File: config.mk
export PLATFORM = sky130hd
export DESIGN_NAME = tdl_therm_enc
export DESIGN_NICKNAME = d
export VERILOG_FILES = /design/src/rtl/tdl_pkg.sv /design/src/rtl/tdl_rst_sync.sv /design/src/rtl/tdl_line_mux.sv /design/src/rtl/tdl_bubble_count.sv /design/src/rtl/tdl_out_reg.sv /design/src/rtl/tdl_therm_enc.sv
export SDC_FILE = /design/constraint.sdc
export NUM_CORES = 1
export LEC_CHECK = 0
export ABC_AREA = 1
export BUFFER_PORTS_ARGS = -buffer_cell sky130_fd_sc_hd__buf_2
export CORE_ASPECT_RATIO = 0.8
export CORE_MARGIN = 8
export CORE_UTILIZATION = 59
export CTS_BUF_LIST = sky130_fd_sc_hd__clkbuf_16
export DETAILED_ROUTE_END_ITERATION = 16
export PLACE_DENSITY = 0.91
export SETUP_SLACK_MARGIN = 0.02
export SLEW_MARGIN = 30
export SYNTH_ARGS = -nofsm -noshare
export SYNTH_HDL_FRONTEND = slang
export SYNTH_SLANG_ARGS = --single-unit
File: constraint.sdc
create_clock -name clk -period 0.8 [get_ports clk]
set_clock_uncertainty 0.1 [all_clocks]
set_input_delay 0.04 -clock clk [delete_from_list [all_inputs] [get_ports clk]]
set_output_delay 0.04 -clock clk [all_outputs]
set_load 0.1 [all_outputs]
File: src/rtl/tdl_pkg.sv
package tdl_pkg;
  localparam int unsigned FINE_W = 6;
  localparam int unsigned TAPS   = 1 << FINE_W;

  typedef struct packed {
    logic              oor;
    logic [FINE_W-1:0] code;
  } fine_res_t;
endpackage

File: src/rtl/tdl_rst_sync.sv
module tdl_rst_sync (
  input  logic clk,
  input  logic rst_n,
  output logic rst_n_sync
);
  logic stage_q;

  always_ff @(posedge clk or negedge rst_n) begin
    if (!rst_n) begin
      stage_q    <= 1'b0;
      rst_n_sync <= 1'b0;
    end else begin
      stage_q    <= 1'b1;
      rst_n_sync <= stage_q;
    end
  end
endmodule

File: src/rtl/tdl_line_mux.sv
module tdl_line_mux #(
  parameter int unsigned LINES = 4,
  parameter int unsigned TAPS  = 64,
  localparam int unsigned SEL_W = (LINES > 1) ? $clog2(LINES) : 1
) (
  input  logic [LINES*TAPS-1:0] bus,
  input  logic [SEL_W-1:0]      sel,
  output logic [TAPS-1:0]       line
);
  logic [TAPS-1:0] lines [LINES];

  for (genvar g = 0; g < LINES; g++) begin : g_split
    assign lines[g] = bus[g*TAPS +: TAPS];
  end

  always_comb begin
    line = '0;
    for (int k = 0; k < LINES; k++) begin
      if (SEL_W'(k) == sel) line = lines[k];
    end
  end
endmodule

File: src/rtl/tdl_bubble_count.sv
module tdl_bubble_count #(
  parameter int unsigned TAPS = 64,
  localparam int unsigned CNT_W = $clog2(TAPS + 1)
) (
  input  logic [TAPS-1:0]  line,
  output logic [CNT_W-1:0] count,
  output logic             all_zero,
  output logic             all_one
);
  logic [TAPS:0] padded;
  logic          halt;

  assign padded   = {1'b0, line};
  assign all_zero = ~|line;
  assign all_one  = &line;

  // Count ones until two adjacent zeros are met.
  always_comb begin
    count = '0;
    halt  = 1'b0;
    for (int i = 0; i < TAPS; i++) begin
      if (!halt) begin
        if (!padded[i] && !padded[i+1]) begin
          halt = 1'b1;
        end else begin
          count = count + CNT_W'(padded[i]);
        end
      end
    end
  end
endmodule

File: src/rtl/tdl_out_reg.sv
module tdl_out_reg
  import tdl_pkg::*;
#(
  parameter int unsigned TAPS = 64,
  localparam int unsigned CNT_W = $clog2(TAPS + 1)
) (
  input  logic             clk,
  input  logic             rst_n,
  input  logic             load,
  input  logic [CNT_W-1:0] count,
  input  logic             all_zero,
  input  logic             all_one,
  output logic             vld_q,
  output fine_res_t        res_q
);
  fine_res_t res_d;

  always_comb begin
    res_d = res_q;
    if (load) begin
      if (all_one) begin
        res_d.oor  = 1'b1;
        res_d.code = FINE_W'(TAPS - 1);
      end else if (all_zero) begin
        res_d.oor  = 1'b1;
        res_d.code = '0;
      end else begin
        res_d.oor  = 1'b0;
        res_d.code = count[FINE_W-1:0];
      end
    end
  end

  always_ff @(posedge clk or negedge rst_n) begin
    if (!rst_n) begin
      vld_q <= 1'b0;
      res_q <= '0;
    end else begin
      vld_q <= load;
      res_q <= res_d;
    end
  end
endmodule

File: src/rtl/tdl_therm_enc.sv
module tdl_therm_enc
  import tdl_pkg::*;
#(
  parameter int unsigned LINES = 4,
  localparam int unsigned SEL_W = (LINES > 1) ? $clog2(LINES) : 1,
  localparam int unsigned CNT_W = $clog2(TAPS + 1)
) (
  input  logic                  clk,
  input  logic                  rst_n,
  input  logic                  snap_vld,
  input  logic [SEL_W-1:0]      snap_sel,
  input  logic [LINES*TAPS-1:0] snap_bus,
  output logic                  fine_vld,
  output logic [FINE_W-1:0]     fine_code,
  output logic                  fine_oor
);
  logic            rst_n_sync;
  logic [TAPS-1:0] sel_line;
  logic [CNT_W-1:0] count;
  logic            all_zero;
  logic            all_one;
  fine_res_t       res_q;

  tdl_rst_sync u_rst (
    .clk        (clk),
    .rst_n      (rst_n),
    .rst_n_sync (rst_n_sync)
  );

  tdl_line_mux #(.LINES(LINES), .TAPS(TAPS)) u_mux (
    .bus  (snap_bus),
    .sel  (snap_sel),
    .line (sel_line)
  );

  tdl_bubble_count #(.TAPS(TAPS)) u_cnt (
    .line     (sel_line),
    .count    (count),
    .all_zero (all_zero),
    .all_one  (all_one)
  );

  tdl_out_reg #(.TAPS(TAPS)) u_out (
    .clk      (clk),
    .rst_n    (rst_n_sync),
    .load     (snap_vld),
    .count    (count),
    .all_zero (all_zero),
    .all_one  (all_one),
    .vld_q    (fine_vld),
    .res_q    (res_q)
  );

  assign fine_code = res_q.code;
  assign fine_oor  = res_q.oor;
endmodule

==> results of run 1 <==
[kinds of logic after synthesis]
kind of cell	count (synthesis)
adder cells (fa/ha/maj)	127
flip-flops	10
multiplexers	7
buffers and inverters	532
AND/OR/NAND/NOR	1835
other	1
XOR/XNOR	1
AO/OA/AOI/OAI	104
[per-stage QoR]
| stage | area (sq um) | hold slack (ps) | worst slack (ps) | instances |
|---|---|---|---|---|
| detailed placement | 20310 | -267.7 | -33870 | 3735 |
| CTS | 22020 | -32.50 | -31770 | 3848 |
| global placement | 20310 | -276.3 | -30960 | 3735 |
| floorplan | 14510 | -355.6 | -30750 | 2617 |
[cells in the mapped netlist (4+ instances only)]
cell | count | share of area, %
nor2_2 | 16 | 0.73
inv_2 | 26 | 0.71
inv_4 | 6 | 0.27
clkbuf_1 | 8 | 0.22
nand3_1 | 390 | 14
buf_1 | 12 | 0.33
inv_1 | 470 | 13
a21oi_1 | 11 | 0.40
or2_2 | 39 | 1.8
dfrtp_1 | 10 | 1.8
a21oi_4 | 8 | 0.94
o21a_1 | 7 | 0.38
nand3b_1 | 24 | 1.3
or2_1 | 9 | 0.41
nor4_1 | 5 | 0.23
nor2_8 | 23 | 3.3
nor3_1 | 38 | 1.4
buf_6 | 4 | 0.33
nand2_1 | 847 | 23
nor2_1 | 192 | 5.2
o21ai_1 | 6 | 0.22
o21ai_4 | 17 | 2.0
nand4_1 | 90 | 4.1
nand3_2 | 34 | 2.5
mux2i_1 | 7 | 0.51
nand2_2 | 107 | 4.8
ha_1 | 126 | 11
o21ai_0 | 30 | 1.1
nor2_4 | 8 | 0.65
a22o_1 | 13 | 0.82
[metal layers]
layer | GRT overflow | global-route usage [%]
met4 | 137 | 91.24
met5 | 2 | 26.83
met1 | 12 | 75.19
met3 | 5 | 66.63
met2 | 303 | 97.90
[repair_timing]
item / in CTS
gates cloned: 1
endpoints found under the setup margin: 15
setup buffers: 107
hold buffers: 1
resized for setup: 180
hold endpoints to repair: 3
pin swaps: 134
==> reports/results.tsv, run 1 <==
stage	metric	value	unit
grt	vias in the first global route	31290	
die	die width	187.0	um
status	Err	[ERROR GRT-0116] Global routing finished with congestion. Check the congestion regions in the DRC Viewer.	
status	Failed at	global routing (5_1_grt)	
yosys	Post-Syn Instances	2617	
die	row count	50	
placed_design	GPL Wtd Cong	0.9437	
yosys	Netlist Area Pre-Place	13800	sq um
clocking	H-tree depth	1	
yosys	multiplexer share of the synthesized area	0.5076	%
die	Die Y	152.8	um
yosys	Synth Area in XOR/XNOR	0.06345	%
grt	largest net degree at the start of global routing	34	
yosys	syn_area_per_cell	5.274	sq um
yosys	synth warn	0	
yosys	post-synthesis sequential area ratio	1.813	%
clocking	total CTS buffers	3	
yosys	Mapped Nets	3005	
yosys	largest family of logic cells by synthesized area	simple AND/OR/NAND/NOR gates	
yosys	simple-gate share of the synthesized area	64.52	%
yosys	Synth Area in Compound Gates	6.554	%
yosys	EDFF count, synth	0	
grt	GRT Total Usage	80.40	%
yosys	Yosys reg bits	10	
grt	Congestion Overflow GR	459	
yosys	Yosys cell types	54	
clocking	Clock Tree Root	clkbuf_16	
clocking	clk buf depth	2	
placed_design	PortBufs	268	
grt	first-pass GRT wire length	183.6	mm
yosys	Post-synth top flop	dfrtp_1	
placed_design	post-detail-place hpwl	55.57	mm
yosys	Synth Area in Adders	11.57	%
die	Top Ports	269	
die	Starting Density	59.47	%
clocking	CTS sink cnt	10	
yosys	Async SR Flop Fraction	100.0	%
status	status	aborted with a tool error	
==> run 2, diff against run 1 <==
--- a/config.mk
+++ b/config.mk
@@ -7,13 +7,10 @@
 export LEC_CHECK = 0
 export ABC_AREA = 1
 export BUFFER_PORTS_ARGS = -buffer_cell sky130_fd_sc_hd__buf_2
-export CORE_ASPECT_RATIO = 0.8
 export CORE_MARGIN = 8
-export CORE_UTILIZATION = 59
-export CTS_BUF_LIST = sky130_fd_sc_hd__clkbuf_16
+export CORE_UTILIZATION = 40
 export DETAILED_ROUTE_END_ITERATION = 16
-export PLACE_DENSITY = 0.91
-export SETUP_SLACK_MARGIN = 0.02
+export PLACE_DENSITY_LB_ADDON = 0.15
 export SLEW_MARGIN = 30
 export SYNTH_ARGS = -nofsm -noshare
 export SYNTH_HDL_FRONTEND = slang
==> run 2 against run 1 <==
Net effect: the flow now finishes, with violations (hold timing, setup timing); synthesized cell count unchanged; area after synthesis unchanged.
==> reports/results.tsv, run 2 <==
stage	metric	value	unit	change
routing	Total Wirelength	59.53	mm	
power_and_ir_drop	Lkg Pwr	13.42	nW	
grt	vias in the first global route	19680		
clocking	clock latency on the worst-skew pair	230	ps	
timing	max-slew violations	0		
yosys	Post-synth top flop	dfrtp_1		
min_path	worst min path class	in -> reg		
yosys	Async SR Flop Fraction	100.0	%	unchanged
timing	relative slew slack	44.81	%	
timing	Fin Hold WS	-23.42	ps	
grt	GRT Total Usage	24.01	%	
setup_path	CP max FO	7		
yosys	synth warn	0		unchanged
setup_path	CP Class	in -> reg		
timing	Hold Violations, Final	1		
die	Top Ports	269		unchanged
status	violations in the final reports	hold timing, setup timing		
yosys	Yosys cell types	54		unchanged
timing	Tightest Pin Transition	821.6	ps	
grt	initial antenna violation count	5		
setup_path	Worst Path Arrival	31410	ps	
grt	largest net degree at the start of global routing	35		
final_layout	Finished Layout Cells	4129		
clocking	CTS sink cnt	10		unchanged
power_and_ir_drop	switching power share of the total	46.50	%	
final_layout	Largest register FFs	7		
power_and_ir_drop	clock power share	2.2	%	
placed_design	PortBufs	268		unchanged
power_and_ir_drop	NetSw	0.01895	W	
routing	vias	20640		
clocking	cts hold-fix bufs	1		unchanged
yosys	syn_area_per_cell	5.274	sq um	unchanged
power_and_ir_drop	Tot Pwr	0.04076	W	
routing	DR WL/cell	14.42	um	
die	Starting Density	40.26	%	-19 points
routing	Vias/cell	4.998		
clocking	total CTS buffers	3		unchanged
timing	Tcrit/Tclk final	3924	%	
setup_path	CP peak stage delay	560	ps	
yosys	Netlist Area Pre-Place	13800	sq um	unchanged
final_layout	Final Net Count	4061		
placed_design	post-place instance area	20840	sq um	+2.6%
final_layout	final core utilization	73.11	%	
power_and_ir_drop	pwr/cell area	1626	nW/um^2	
grt	first-pass GRT wire length	85.18	mm	
setup_path	Most common cell on crit path	ha_4		
die	core box area	34290	sq um	
yosys	top-count cell post-synth	nand2_1		
grt	Congestion Overflow GR	0		
yosys	top cells by area, synth	nand2_1 (23%), nand3_1 (14%), inv_1 (13%)		
clocking	clk buf depth	2		unchanged
final_layout	commonest non-fill, non-tap cells in the layout	buf_4 (776), nand2_1 (687), inv_1 (407)		
setup_path	Crit path required time	810	ps	
clocking	H-tree depth	1		unchanged
power_and_ir_drop	cell-internal power	0.02181	W	
final_layout	Design Area, Final	25070	sq um	
yosys	Yosys reg bits	10		unchanged
yosys	Mapped Nets	3005		unchanged
power_and_ir_drop	maximum vdd ir drop	908.1	uV	
clocking	Reg clk slew, reported paths	40	ps	
status	status	finished with violations		
routing	Detail Route Antenna Nets	0		
final_layout	most common cell after layout, fill and taps aside	buf_4		
yosys	EDFF count, synth	0		unchanged
final_layout	share of layout cells above drive strength 1	49.26	%	
power_and_ir_drop	Flop pwr share	1.6	%	
setup_path	startpoint types	primary input		
timing	max frequency	0.03185	GHz	
timing	min cycle time layout	31390	ps	
final_layout	P&R area growth vs syn	81.61	%	
timing	final-report setup violation count	15		
yosys	area leader, netlist	nand2_1		
timing	post-route setup slack	-30590	ps	
routing	Residual DRC	0		
clocking	CTS tree	built		
setup_path	Setup crit end kind	register		
die	row count	68		+36%
yosys	share of the synthesized area in the top cell type	23.03	%	unchanged
final_layout	Reg with most FFs	u_out.res_q		
placed_design	Inst Count DP	3926		+5.1%
placed_design	GPL Wtd Cong	0.9338		-1.0%
yosys	Post-synth top cells	nand2_1 (847), inv_1 (470), nand3_1 (390), nor2_1 (192), ha_1 (126)		
yosys	Post-Syn Instances	2617		unchanged
yosys	post-synthesis sequential area ratio	1.813	%	unchanged
job	Max Cap Violations	0		
setup_path	Slowest cell on crit path	fa_1		
power_and_ir_drop	combinational share of power	96.2	%	
routing	First DRT Iteration DRCs	883		
die	die area	40710	sq um	
routing	drt pass-1 iters	5		
die	Die Y	201.8	um	+32%
timing	RSZ-0062 raised after global routing	true		
clocking	Clock Tree Root	clkbuf_16		
die	die width	201.8	um	+7.9%
placed_design	post-detail-place hpwl	42.70	mm	-23%
run 2: cell counts after synthesis:
Identical to the previous run, type by type.
run 2: cells by family after synthesis:
| group | share of synthesized area [%] |
|---|---|
| buffers and inverters | 14.95 |
| flip-flops | 1.813 |
| AND/OR/NAND/NOR | 64.52 |
| AO/OA/AOI/OAI | 6.554 |
| XOR/XNOR | 0.06346 |
| adder cells (fa/ha/maj) | 11.57 |
| multiplexers | 0.5076 |
| other | 0.02717 |
run 2: power groups by stage:
stage / Sequential [W] / Clock, W / Combinational, W
after floorplan: 0.00106 / 0 / 0.0120
after global placement: 0.000641 / 0 / 0.0224
after detailed placement: 0.000641 / 0 / 0.0232
after CTS: 0.000646 / 0.000910 / 0.0266
after global routing: 0.000654 / 0.000942 / 0.0424
final: 0.000650 / 0.000887 / 0.0392
run 2: final timing paths:
path	from	end	slack, ps	depth (start not counted)
max in group asynchronous	u_rst.rst_n_sync$_DFF_PN0_	u_out.res_q[4]$_DFFE_PN0P_	300	0
worst max-delay path	snap_sel[0]	u_out.res_q[5]$_DFFE_PN0P_	-30590	228
worst max register to register	u_out.res_q[1]$_DFFE_PN0P_	u_out.res_q[1]$_DFFE_PN0P_	-170	2
worst min register to register	u_rst.rst_n_sync$_DFF_PN0_	u_out.vld_q$_DFF_PN0_	30	0
min in group asynchronous	rst_n	u_rst.stage_q$_DFF_PN0_	20	2
worst min-delay path	snap_vld	u_out.vld_q$_DFF_PN0_	-20	2
run 2: timing repair:
item / in CTS / in global routing
cloned: 0 / 0
buffers inserted: 139 / 79
endpoints found under the setup margin: 15 / 15
endpoints found under the hold margin: 3 / 1
pin swaps: 66 / 272
resized for setup: 55 / 506
run 2: worst max-delay path: cells and delay by family:
kind | cells | cell delay [ps]
buffers and inverters | 40 | 2160
and+or+nand+nor | 110 | 12450
adders and majority gates | 62 | 14840
AOI/OAI and AO/OA | 16 | 1870
run 2: metal layers:
| layer | routed length [um] | track usage (%) | part of all wire (%) |
|---|---|---|---|
| met5 | 12 | 0 | 0.020 |
| met1 | 23140 | 26.34 | 39 |
| met2 | 30770 | 46.83 | 52 |
| met3 | 2497 | 1.930 | 4.2 |
| met4 | 3110 | 9.209 | 5.2 |
run 2: area by class of cell:
type	count	area (sq um)
diodes	2	5.005
clock buffers	4	78.83
fillers	2568	9220
inverters	506	1957
multi-input cells	2075	14490
flip-flops and latches	10	260.3
well taps	455	569.3
repair buffers	1077	7704
run 2: through the flow:
| stage | setup slack (ps) | TNS (ps) |
|---|---|---|
| CTS | -31150 | -189810 |
| floorplan | -30750 | -185630 |
| global placement | -31180 | -189230 |
| detailed placement | -31880 | -193450 |
| finish | -30590 | -184710 |
| global route | -31710 | -191620 |
Note: power is estimated with default switching activity, not from simulation.
